## config.mk

```make
export PLATFORM = sky130hd
export DESIGN_NAME = mdm_stat_detect
export DESIGN_NICKNAME = d
export VERILOG_FILES = /design/src/rtl/mdm_stat_pkg.sv /design/src/rtl/mdm_pin_sync.sv /design/src/rtl/mdm_line_select.sv /design/src/rtl/mdm_delta_track.sv /design/src/rtl/mdm_stat_detect.sv
export SDC_FILE = /design/constraint.sdc
export NUM_CORES = 1
export LEC_CHECK = 0
export CAP_MARGIN = 20
export CORE_UTILIZATION = 35
export CTS_CLUSTER_SIZE = 10
export DETAILED_ROUTE_END_ITERATION = 8
export DONT_BUFFER_PORTS = 1
export SYNTH_ARGS = -nofsm -noshare
export SYNTH_HDL_FRONTEND = slang
export SYNTH_SLANG_ARGS = --single-unit
```

## constraint.sdc

```tcl
create_clock -name clk -period 1.3 [get_ports clk]
set_clock_uncertainty 0.05 [all_clocks]
set_input_delay 0.13 -clock clk [delete_from_list [all_inputs] [get_ports clk]]
set_output_delay 0.13 -clock clk [all_outputs]
set_load 0.01 [all_outputs]
```

## src/rtl/mdm_stat_pkg.sv

```systemverilog
`timescale 1ns/1ps
package mdm_stat_pkg;

    localparam int NUM_LINES = 4;

    // line index == change-flag bit position in the status byte
    localparam int IDX_CTS = 0;
    localparam int IDX_DSR = 1;
    localparam int IDX_RI  = 2;
    localparam int IDX_DCD = 3;

    // modem control bit positions
    localparam int MC_W       = 5;
    localparam int MC_DTR     = 0;
    localparam int MC_RTS     = 1;
    localparam int MC_AUX_A   = 2;
    localparam int MC_AUX_B   = 3;
    localparam int MC_LOOP    = 4;

    // line levels, active high, packed so that bit i == line index i
    typedef struct packed {
        logic dcd;
        logic ri;
        logic dsr;
        logic cts;
    } mdm_lines_t;

    typedef enum logic {
        DET_ANY_CHANGE,
        DET_HIGH_TO_LOW
    } det_kind_e;

    // loopback routing of control outputs onto the line inputs
    function automatic mdm_lines_t loop_route(input logic [MC_W-1:0] mc);
        mdm_lines_t l;
        l.cts = mc[MC_RTS];
        l.dsr = mc[MC_DTR];
        l.ri  = mc[MC_AUX_A];
        l.dcd = mc[MC_AUX_B];
        return l;
    endfunction

    // ring line flags the end of a ring only; the others flag any change
    function automatic det_kind_e kind_of(input int idx);
        return (idx == IDX_RI) ? DET_HIGH_TO_LOW : DET_ANY_CHANGE;
    endfunction

endpackage

```

## src/rtl/mdm_pin_sync.sv

```systemverilog
`timescale 1ns/1ps
module mdm_pin_sync #(
    parameter int               WIDTH   = 4,
    parameter int               STAGES  = 2,
    parameter logic [WIDTH-1:0] RST_VAL = '1
) (
    input  logic             clk,
    input  logic             rst,
    input  logic [WIDTH-1:0] async_in,
    output logic [WIDTH-1:0] sync_out
);

    logic [STAGES-1:0][WIDTH-1:0] stage_q;

    always_ff @(posedge clk) begin
        if (rst) begin
            stage_q <= {STAGES{RST_VAL}};
        end else begin
            stage_q[0] <= async_in;
            for (int s = 1; s < STAGES; s++) begin
                stage_q[s] <= stage_q[s-1];
            end
        end
    end

    assign sync_out = stage_q[STAGES-1];

endmodule

```

## src/rtl/mdm_line_select.sv

```systemverilog
`timescale 1ns/1ps
module mdm_line_select
    import mdm_stat_pkg::*;
(
    input  logic [NUM_LINES-1:0] pins_sync_n,
    input  logic [MC_W-1:0]      mctl,
    output mdm_lines_t           lines
);

    always_comb begin
        if (mctl[MC_LOOP]) begin
            lines = loop_route(mctl);
        end else begin
            lines = mdm_lines_t'(~pins_sync_n);
        end
    end

endmodule

```

## src/rtl/mdm_delta_track.sv

```systemverilog
`timescale 1ns/1ps
module mdm_delta_track
    import mdm_stat_pkg::*;
#(
    parameter int N = NUM_LINES
) (
    input  logic         clk,
    input  logic         rst,
    input  logic [N-1:0] level,
    input  logic         clr,
    output logic [N-1:0] flags
);

    logic [N-1:0] prev_q;
    logic [N-1:0] flag_q;
    logic [N-1:0] event_w;

    for (genvar i = 0; i < N; i++) begin : g_det
        if (kind_of(i) == DET_HIGH_TO_LOW) begin : g_fall
            assign event_w[i] = prev_q[i] & ~level[i];
        end else begin : g_chg
            assign event_w[i] = prev_q[i] ^ level[i];
        end
    end

    // a new event at the read edge wins over the clear
    always_ff @(posedge clk) begin
        if (rst) begin
            prev_q <= '0;
            flag_q <= '0;
        end else begin
            prev_q <= level;
            flag_q <= event_w | (flag_q & ~{N{clr}});
        end
    end

    assign flags = flag_q;

endmodule

```

## src/rtl/mdm_stat_detect.sv

```systemverilog
`timescale 1ns/1ps
module mdm_stat_detect
    import mdm_stat_pkg::*;
#(
    parameter int SYNC_STAGES = 2
) (
    input  logic            clk,
    input  logic            rst,
    input  logic            cts_in_n,
    input  logic            dsr_in_n,
    input  logic            ri_in_n,
    input  logic            dcd_in_n,
    input  logic [MC_W-1:0] mctl,
    input  logic            ms_irq_en,
    input  logic            stat_read,
    output logic [7:0]      stat_byte,
    output logic            irq_modem
);

    logic [NUM_LINES-1:0] pins_raw_n;
    logic [NUM_LINES-1:0] pins_sync_n;
    mdm_lines_t           lines;
    logic [NUM_LINES-1:0] flags;

    assign pins_raw_n = {dcd_in_n, ri_in_n, dsr_in_n, cts_in_n};

    mdm_pin_sync #(
        .WIDTH  (NUM_LINES),
        .STAGES (SYNC_STAGES),
        .RST_VAL('1)
    ) u_sync (
        .clk     (clk),
        .rst     (rst),
        .async_in(pins_raw_n),
        .sync_out(pins_sync_n)
    );

    mdm_line_select u_sel (
        .pins_sync_n(pins_sync_n),
        .mctl       (mctl),
        .lines      (lines)
    );

    mdm_delta_track #(
        .N(NUM_LINES)
    ) u_delta (
        .clk  (clk),
        .rst  (rst),
        .level(lines),
        .clr  (stat_read),
        .flags(flags)
    );

    assign stat_byte = {lines, flags};
    assign irq_modem = ms_irq_en & (|flags);

endmodule

```

==> flow_summary_export.csv, run 1 <==
group,metric,value,unit
sta,tightest_slew,525,ps
drt,firstDrtPassIters,2,
power_and_ir_drop,pwr-share-comb,0.111,
sta,maxSlewViolCount,0,
final_layout,antenna_cells,0,
clock_network,cts.sinks,16,
sta,slew_headroom,0.649,
final_layout,num-nets-final,77,
grt,grt-ovfl-total,0,
sta,max_clock_freq,780,MHz
final_layout,area_growth,15.7,%
run,maxCapViolCount,0,
placed_design,placed_cell_area,642,um2
yosys,synth_most_common_cell,"dfxtp_1",
power_and_ir_drop,pwr-share-seq,0.607,
critical_path,critical_path_class,"flop to output pin",
yosys,synth_common_cells,"dfxtp_1 (16), nor2b_1 (8), or2_2 (8)",
drt,viasPerCell,4.62,
yosys,avgSynthCellArea,11.4,um2
sta,hold_viol,0,
clock_network,worst_setup_hold_path_clk_slew,90,ps
power_and_ir_drop,ir_drop,0.844,mV
power_and_ir_drop,power.share.clock,0.283,
yosys,synth_ff_type,"dfxtp_1",
drt,route.detailed.drc,0,
critical_path,crit_fanout,3,
floorplan,row_count,14,
floorplan,dieArea,0.00197,mm2
sta,fin_crit,1280,ps
floorplan,coreArea,0.00159,mm2
critical_path,cpLargestDelayFamily,"compound AO/OA/AOI/OAI gates",
final_layout,design_area,727,um2
critical_path,worstPathRequired,1120,ps
status,status,"completed",
drt,drt_first_iter_violations,4,
critical_path,slowest_delay,470,ps
placed_design,place_congestion,0.622,
grt,grt_pass1_vias,373,
power_and_ir_drop,power.switching,0.000204,W
sta,rsz0062_at_grt,"true",
placed_design,place.port_buffers,0,
floorplan,die_y,44.4,um
placed_design,post-dp-hpwl,661,um
final_layout,drive_above_1_share,0.306,
grt,grt_pass1_wl,1640,um
sta,timing.final.crit_share,0.986,
critical_path,worstPathArrival,1100,ps
grt,grt_max_degree,17,
clock_network,ctsRootBufferMaster,"clkbuf_4",
drt,totalWireLength,1010,um
yosys,synthArstFlopShare,0,
critical_path,crit_path_top_delay_cell,"o41a_1",
critical_path,critical_path.startpoint_type,"flop",
power_and_ir_drop,leakage,0.279,nW
drt,wl_per_cell,11.7,um
floorplan,die_w,44.4,um
clock_network,numCtsBuffers,3,
yosys,ys_seq_elements,16,
min_path,hp-class,"primary input to flop",
sta,setup_violations,0,
yosys,synth_top_area_frac,0.510,
yosys,synth_cells,55,
clock_network,htreeDepth,1,
yosys,ys_warn_count,0,
grt,met3_usage,0.0857,
floorplan,pin_count,22,
sta,fin_tns_setup,0,ps
grt,grtUsageTotal,0.123,
power_and_ir_drop,p_sw_frac,0.230,
grt,use_met1,0.140,
clock_network,cts_tree,"built",
grt,gr-usage-met2,0.176,
clock_network,clkLatencyLatePin,280,ps
critical_path,r2r_setup_slack,140,ps
final_layout,postLayoutCoreUtil,0.456,
grt,top_usage_layer,"met2",
yosys,synth_edf_count,0,
grt,antenna_found_initial,0,
yosys,synth_cell_type_count,19,
drt,ant_nets,0,
yosys,syn_area,628,um2
yosys,syn_nets,68,
critical_path,path_cells,"o41a_1",
floorplan,start_util,0.394,
final_layout,fillCellCount,153,
critical_path,worst_setup_path_end_kind,"output pin",
power_and_ir_drop,p_int,0.000683,W
yosys,synth.largest_area_cell,"dfxtp_1",
yosys,synth_seq_area_share,0.510,
yosys,netlist_top_cells_area,"dfxtp_1 (51%), nor2b_1 (8.0%), or2_2 (8.0%)",
power_and_ir_drop,p_per_area,1220,mW/mm2
critical_path,worst-path-buf-inv,0,
clock_network,clockBufferDepth,2,
drt,vias,397,
-- kinds of logic after synthesis --
kind of cell / after synthesis / synth area share
flops: 16 / 0.510
compound gates: 12 / 0.203
simple gates: 25 / 0.261
buf+inv: 2 / 0.0259
-- timing repair --
item                                    in CTS  in global routing
resized for setup                            1                  1
hold buffers                                 6                  0
buffers inserted                             0                  0
endpoints found under the setup margin       1                  1
endpoints found under the hold margin       16                  0
pin swaps                                    1                  1
-- flip-flops by register name (all words and copies together), names as in the netlist --
signal           count
u_sync.sync_out      4
u_delta.flags        4
u_delta.prev_q       4
u_sync.stage_q       4
-- cell type report --
cell class,instances,area [um2],area share
clock buffer,3,22.5,0.0310
multi-input combinational,37,292,0.401
sequential,16,323,0.444
tap,24,30.0,0.0413
timing repair buffer,6,60.1,0.0826
-- power by group through the flow --
| stage | Sequential, W | Combinational (W) | Clock (W) |
|---|---|---|---|
| after global routing | 0.000541 | 0.000109 | 0.000291 |
| after detailed placement | 0.000548 | 0.0000786 | 0 |
| after CTS | 0.000537 | 0.0000993 | 0.000267 |
| after floorplan | 0.000545 | 0.0000848 | 0 |
| after global placement | 0.000548 | 0.0000784 | 0 |
| final | 0.000538 | 0.0000982 | 0.000251 |
-- layout by cell type (no fill, tap or decap), types with 2 or more instances in the layout --
cell	n
a21o_1	3
dfxtp_2	2
clkbuf_4	3
dlygate4sd3_1	6
a211oi_2	2
nor2_1	2
nor2_4	2
or2_2	8
dfxtp_1	14
and2b_1	3
nor2b_1	8
-- worst paths after layout --
path                startpoint                 end  depth (start not counted)
max           u_delta.flags[2]           irq_modem                          1
min                    mctl[4]   u_delta.prev_q[2]                          2
min reg2reg  u_sync.stage_q[1]  u_sync.sync_out[1]                          1
max reg2reg   u_delta.flags[0]    u_delta.flags[0]                          3
-- layer usage --
layer	vias to the layer above	wire (um)
met5	-	0
met4	0	14
met3	2	92
met2	18	426
met1	171	473
li1	206	-
-- stage by stage --
stage	std cells	worst slack, ps	hold WS (ps)	total power, W
4_1_cts	86	8.23	22.3	0.000903
2_1_floorplan	55	233	152	0.000630
5_1_grt	86	-30.6	28.0	0.000941
6_report	86	17.9	33.6	0.000886
3_5_place_dp	77	160	148	0.000627
3_3_place_gp	77	166	148	0.000626
(Power assumes the default switching activity.)
==> run 2, diff against run 1 <==
--- a/config.mk
+++ b/config.mk
@@ -7,7 +7,6 @@
 export LEC_CHECK = 0
 export CAP_MARGIN = 20
 export CORE_UTILIZATION = 35
-export CTS_CLUSTER_SIZE = 10
 export DETAILED_ROUTE_END_ITERATION = 8
 export DONT_BUFFER_PORTS = 1
 export SYNTH_ARGS = -nofsm -noshare
==> constraint.sdc (replaced) <==
create_clock -name clk -period 1.3 [get_ports clk]
set_clock_uncertainty 0.05 [all_clocks]
set_input_delay 0.065 -clock clk [delete_from_list [all_inputs] [get_ports clk]]
set_output_delay 0.065 -clock clk [all_outputs]
set_load 0.01 [all_outputs]
==> run 2 against run 1 <==
Against the previous run:
- via count up 3.8%
- fmax rose by 3.6%
- final cell count rose by 3.5%
- sequential share of layout area is 2.1 points lower
- non-clock buffer count up 3
- power increased by 0.88%
- clock power down 2%
- worst hold slack better by 4.6 ps
- first-iteration DRC count down 25%
- routed wire length is 6.8% higher
- critical path depth increased by 2
- combinational power increased by 13%
- critical path type is now primary input to output pin
==> flow_summary_export.csv, run 2 (synthesized netlist as in run 1, its figures left out) <==
group,metric,value,unit
clock_network,ctsRootBufferMaster,"clkbuf_4",
power_and_ir_drop,power.switching,0.000206,W
grt,grt-ovfl-total,0,
power_and_ir_drop,power.total,0.000894,W
floorplan,start_util,0.394,
power_and_ir_drop,leakage,0.291,nW
final_layout,num-nets-final,80,
power_and_ir_drop,p_int,0.000688,W
min_path,hp-class,"primary input to flop",
final_layout,fin_cells,89,
sta,hold_viol,0,
floorplan,dieArea,0.00197,mm2
power_and_ir_drop,pwr-share-seq,0.600,
placed_design,place_congestion,0.622,
grt,top_usage_layer,"met2",
final_layout,fillCellCount,153,
grt,antenna_found_initial,0,
run,maxCapViolCount,0,
clock_network,worst_setup_hold_path_clk_slew,80,ps
drt,route.detailed.drc,0,
final_layout,postLayoutCoreUtil,0.475,
status,status,"completed",
drt,drt_first_iter_violations,3,
drt,ant_nets,0,
final_layout,antenna_cells,0,
final_layout,area_growth,20.5,%
sta,timing.final.crit_share,0.952,
grt,grtUsageTotal,0.133,
sta,tightest_slew,530,ps
critical_path,worst_setup_path_end_kind,"output pin",
power_and_ir_drop,p_sw_frac,0.231,
final_layout,final_cell_mix,"dfxtp_1 (16), dlygate4sd3_1 (9), or2_2 (8), nor2b_1 (8)",
floorplan,pin_count,22,
final_layout,design_area,757,um2
drt,totalWireLength,1070,um
clock_network,cts.sinks,16,
drt,firstDrtPassIters,3,
grt,grt_pass1_vias,385,
floorplan,die_w,44.4,um
min_path,worstHoldPathCells,2,
floorplan,coreArea,0.00159,mm2
clock_network,postCtsSetupBuffers,0,
grt,grt_max_degree,17,
sta,fin_tns_setup,0,ps
power_and_ir_drop,power.share.clock,0.275,
critical_path,crit_fanout,9,
power_and_ir_drop,ir_drop,0.836,mV
power_and_ir_drop,p_per_area,1180,mW/mm2
drt,wl_per_cell,12.1,um
critical_path,worstPathArrival,1120,ps
critical_path,r2r-end,"u_delta.flags[0]",
final_layout,mostFrequentLayoutCell,"dfxtp_1",
final_layout,drive_above_1_share,0.277,
clock_network,cts_tree,"built",
grt,grt_pass1_wl,1760,um
critical_path,cp-endpoint,"stat_byte[6]",
sta,max_clock_freq,808,MHz
power_and_ir_drop,pwr-share-comb,0.125,
sta,slew_headroom,0.645,
floorplan,row_count,14,
floorplan,die_y,44.4,um
grt,gr-usage-met2,0.197,
clock_network,numCtsBuffers,3,
critical_path,critical_path.startpoint_type,"primary input",
critical_path,critical_path_class,"primary input to output pin",
clock_network,clockBufferDepth,2,
grt,use_met1,0.152,
placed_design,placed_cell_area,642,um2
critical_path,worstRegToRegCells,3,
grt,met3_usage,0.0857,
critical_path,startpoint,"mctl[4]",
critical_path,r2r_setup_slack,140,ps
critical_path,rr_startpoint,"u_delta.flags[0]",
drt,vias,412,
placed_design,place.port_buffers,0,
sta,maxSlewViolCount,0,
placed_design,dpl.cell_count,77,
sta,fin_crit,1240,ps
sta,setup_violations,0,
placed_design,post-dp-hpwl,661,um
clock_network,clkLatencyLatePin,270,ps
drt,viasPerCell,4.63,
clock_network,htreeDepth,1,
sta,rsz0062_at_grt,"false",
critical_path,worstPathRequired,1190,ps
## run 2: changes by cell type in the layout (fill, tap and decap cells not counted)
| cell | delta |
|---|---|
| dfxtp_1 | +2 |
| nor2_2 | +1 |
| dfxtp_2 | -2 |
| nor2_1 | -1 |
| dlygate4sd3_1 | +3 |
## run 2: power groups by stage
stage | clock network, W | registers, W | logic (W)
after floorplan | 0 | 0.000545 | 0.0000848
after detailed placement | 0 | 0.000548 | 0.0000786
after global placement | 0 | 0.000548 | 0.0000784
final | 0.000246 | 0.000537 | 0.000111
after CTS | 0.000267 | 0.000537 | 0.000111
after global routing | 0.000290 | 0.000540 | 0.000122
## run 2: repair_timing
action                                 4_1_cts  5_1_grt
resized for setup                            0        1
setup endpoints to repair                    0        1
hold buffers                                 9        0
endpoints found under the hold margin       16        0
## run 2: worst min-delay path by stage
stage / from / to / slack, ps
2_1_floorplan: rst / u_delta.prev_q[0] / 90
3_3_place_gp: rst / u_delta.flags[1] / 80
4_1_cts: mctl[2] / u_delta.prev_q[2] / 20
5_1_grt: mctl[0] / u_delta.flags[1] / 40
3_5_place_dp: rst / u_delta.flags[1] / 80
6_report: mctl[4] / u_delta.flags[3] / 40
## run 2: routing by layer
| metal | wire, um | share of wire |
|---|---|---|
| met5 | 0 | 0 |
| met4 | 14 | 0.013 |
| met3 | 76 | 0.071 |
| met2 | 465 | 0.43 |
| met1 | 518 | 0.48 |
## run 2: layout make-up
class                      instances  area (um2)  share of cell area
tap                               24        30.0              0.0397
timing repair buffer               9        90.1               0.119
clock buffer                       3        22.5              0.0298
sequential                        16         320               0.423
multi-input combinational         37         294               0.388
## run 2: worst max-delay path, stage by stage
cell and delay, ps:
dlygate4sd3_1 650, and2b_1 240, nor2_2 170
## run 2: stage by stage
step | hold slack (ps) | worst slack, ps
2_1_floorplan | 86.6 | 233
3_5_place_dp | 83.0 | 160
6_report | 38.2 | 62.9
3_3_place_gp | 82.7 | 166
4_1_cts | 20.8 | 48.1
5_1_grt | 36.8 | 11.2
==> run 3, diff against run 2 <==
--- a/config.mk
+++ b/config.mk
@@ -11,4 +11,5 @@
 export DONT_BUFFER_PORTS = 1
 export SYNTH_ARGS = -nofsm -noshare
 export SYNTH_HDL_FRONTEND = slang
+export SYNTH_HIERARCHICAL = 1
 export SYNTH_SLANG_ARGS = --single-unit
==> run 3 against run 2 <==
Against the previous run:
- area after synthesis shrank 13%
- final cell count shrank 13%
- power shrank 3.1%
- final area shrank 14%
- combinational power shrank 22%
- synthesized cell count shrank 3.6%
- critical endpoint is now irq_modem
- largest cell class unchanged
- highest routed layer unchanged
==> flow_summary_export.csv, run 3 <==
group,metric,value,unit
run,maxCapViolCount,0,
yosys,synth_ff_type,"dfxtp_1",
sta,tightest_slew,507,ps
sta,hold_viol,0,
grt,grt-ovfl-total,0,
drt,wl_met1,360,um
clock_network,htreeDepth,1,
floorplan,coreArea,0.00138,mm2
clock_network,numCtsBuffers,3,
yosys,netlist_top_cells_area,"dfxtp_1 (58%), or2_1 (9.1%), nand2b_1 (5.7%)",
grt,grt_pass1_vias,325,
clock_network,worst_setup_hold_path_clk_slew,80,ps
final_layout,final_cell_mix,"dfxtp_1 (16), or2_1 (8), dlygate4sd3_1 (6)",
critical_path,worst_setup_path_end_kind,"output pin",
drt,wl_per_cell,9.97,um
critical_path,cpLargestDelayFamily,"compound AO/OA/AOI/OAI gates",
yosys,synth_seq_area_share,0.583,
critical_path,worstPathArrival,1110,ps
grt,grtUsageTotal,0.0996,
placed_design,placed_cell_area,568,um2
grt,grt_max_degree,17,
clock_network,clkLatencyLatePin,270,ps
yosys,synthArstFlopShare,0,
critical_path,critical_path_class,"flop to output pin",
grt,grt_pass1_wl,1290,um
clock_network,cts.sinks,16,
power_and_ir_drop,ir_drop,0.610,mV
yosys,synth_top_area_frac,0.583,
placed_design,place_congestion,0.640,
clock_network,ctsRootBufferMaster,"clkbuf_4",
clock_network,postCtsSetupBuffers,0,
final_layout,postLayoutCoreUtil,0.471,
power_and_ir_drop,leakage,0.246,nW
yosys,synth_cell_type_count,10,
final_layout,num-nets-final,77,
yosys,ys_seq_elements,16,
drt,firstDrtPassIters,1,
yosys,syn_area,549,um2
critical_path,critical_path.startpoint_type,"flop",
clock_network,clockBufferDepth,2,
yosys,avgSynthCellArea,10.4,um2
sta,max_clock_freq,817,MHz
placed_design,dpl.cell_count,68,
sta,timing.final.crit_share,0.942,
drt,route.detailed.drc,0,
drt,highest_layer,"met4",
floorplan,start_util,0.397,
floorplan,pin_count,22,
final_layout,drive_above_1_share,0.113,
critical_path,path_cells,"o41a_1",
grt,antenna_found_initial,0,
placed_design,place.port_buffers,0,
sta,slew_headroom,0.661,
yosys,ys_warn_count,6,
floorplan,dieArea,0.00173,mm2
sta,fin_crit,1220,ps
critical_path,worstPathRequired,1190,ps
critical_path,worst-path-buf-inv,0,
drt,vias,349,
floorplan,row_count,13,
drt,dr_wl_met3,49,um
final_layout,fillCellCount,142,
drt,viasPerCell,4.53,
critical_path,crit_fanout,3,
drt,wl_met2,343,um
sta,fin_tns_setup,0,ps
critical_path,slowest_delay,480,ps
yosys,synth_most_common_cell,"dfxtp_1",
final_layout,area_growth,18.5,%
yosys,synth.largest_area_cell,"dfxtp_1",
status,status,"completed",
critical_path,crit_path_top_delay_cell,"o41a_1",
floorplan,die_y,41.6,um
final_layout,design_area,651,um2
min_path,hp-class,"primary input to flop",
yosys,synth_edf_count,0,
yosys,syn_nets,66,
drt,totalWireLength,768,um
power_and_ir_drop,p_per_area,1330,mW/mm2
final_layout,fin_cells,77,
final_layout,mostFrequentLayoutCell,"dfxtp_1",
yosys,synth_common_cells,"dfxtp_1 (16), or2_1 (8), nand2b_1 (5)",
sta,maxSlewViolCount,0,
drt,ant_nets,0,
clock_network,cts_tree,"built",
drt,drt_first_iter_violations,0,
yosys,synth_cells,53,
sta,setup_violations,0,
sta,rsz0062_at_grt,"false",
final_layout,antenna_cells,0,
floorplan,die_w,41.6,um
==> run 3: final cells by class <==
class,count,area (um2),area share
Sequential cell,16,320,0.492
Multi-Input combinational cell,33,199,0.306
Clock buffer,3,22.5,0.0346
Timing Repair Buffer,10,90.1,0.138
Tap cell,15,18.8,0.0288
==> run 3: logic make-up after synthesis <==
kind of cell           share of synthesized area
flip-flops                                 0.583
XOR/XNOR                                  0.0478
AND/OR/NAND/NOR                            0.221
buffers and inverters                     0.0547
AO/OA/AOI/OAI                             0.0934
==> run 3: report_power, final <==
part | total, W | switching [W] | internal (W)
sequential | 0.000535 | 0.0000174 | 0.000518
combinational | 0.0000861 | 0.0000361 | 0.0000500
clock | 0.000245 | 0.000138 | 0.000107
==> run 3: per-stage QoR <==
step	hold slack, ps	worst slack [ps]	total power, W
floorplan	84.1	85.1	0.000600
global placement	85.9	306	0.000611
detailed placement	88.6	290	0.000614
CTS	0.586	59.4	0.000882
global route	33.0	27.7	0.000917
finish	8.18	76.0	0.000867
==> run 3: what timing repair did <==
| item | 4_1_cts | 5_1_grt |
|---|---|---|
| setup endpoints to repair | 0 | 1 |
| resized for setup | 0 | 1 |
| hold buffers | 6 | 0 |
| endpoints found under the hold margin | 16 | 0 |
==> run 3: per-layer routing <==
layer / vias up / global-route usage
li1: 185 / -
met1: 146 / 0.133
met2: 16 / 0.134
met3: 2 / 0.0261
met4: 0 / 0.0774
met5: - / 0
==> run 3: path summary, 6_finish.rpt <==
check,start,endpoint,slack (ps),depth (start not counted)
min,mctl[4],u_delta/prev_q[2],8,2
max reg2reg,u_sync/sync_out[1],u_delta/flags[1],280,3
max,u_delta/flags[1],irq_modem,80,1
min reg2reg,u_sync/stage_q[3],u_sync/sync_out[3],360,1
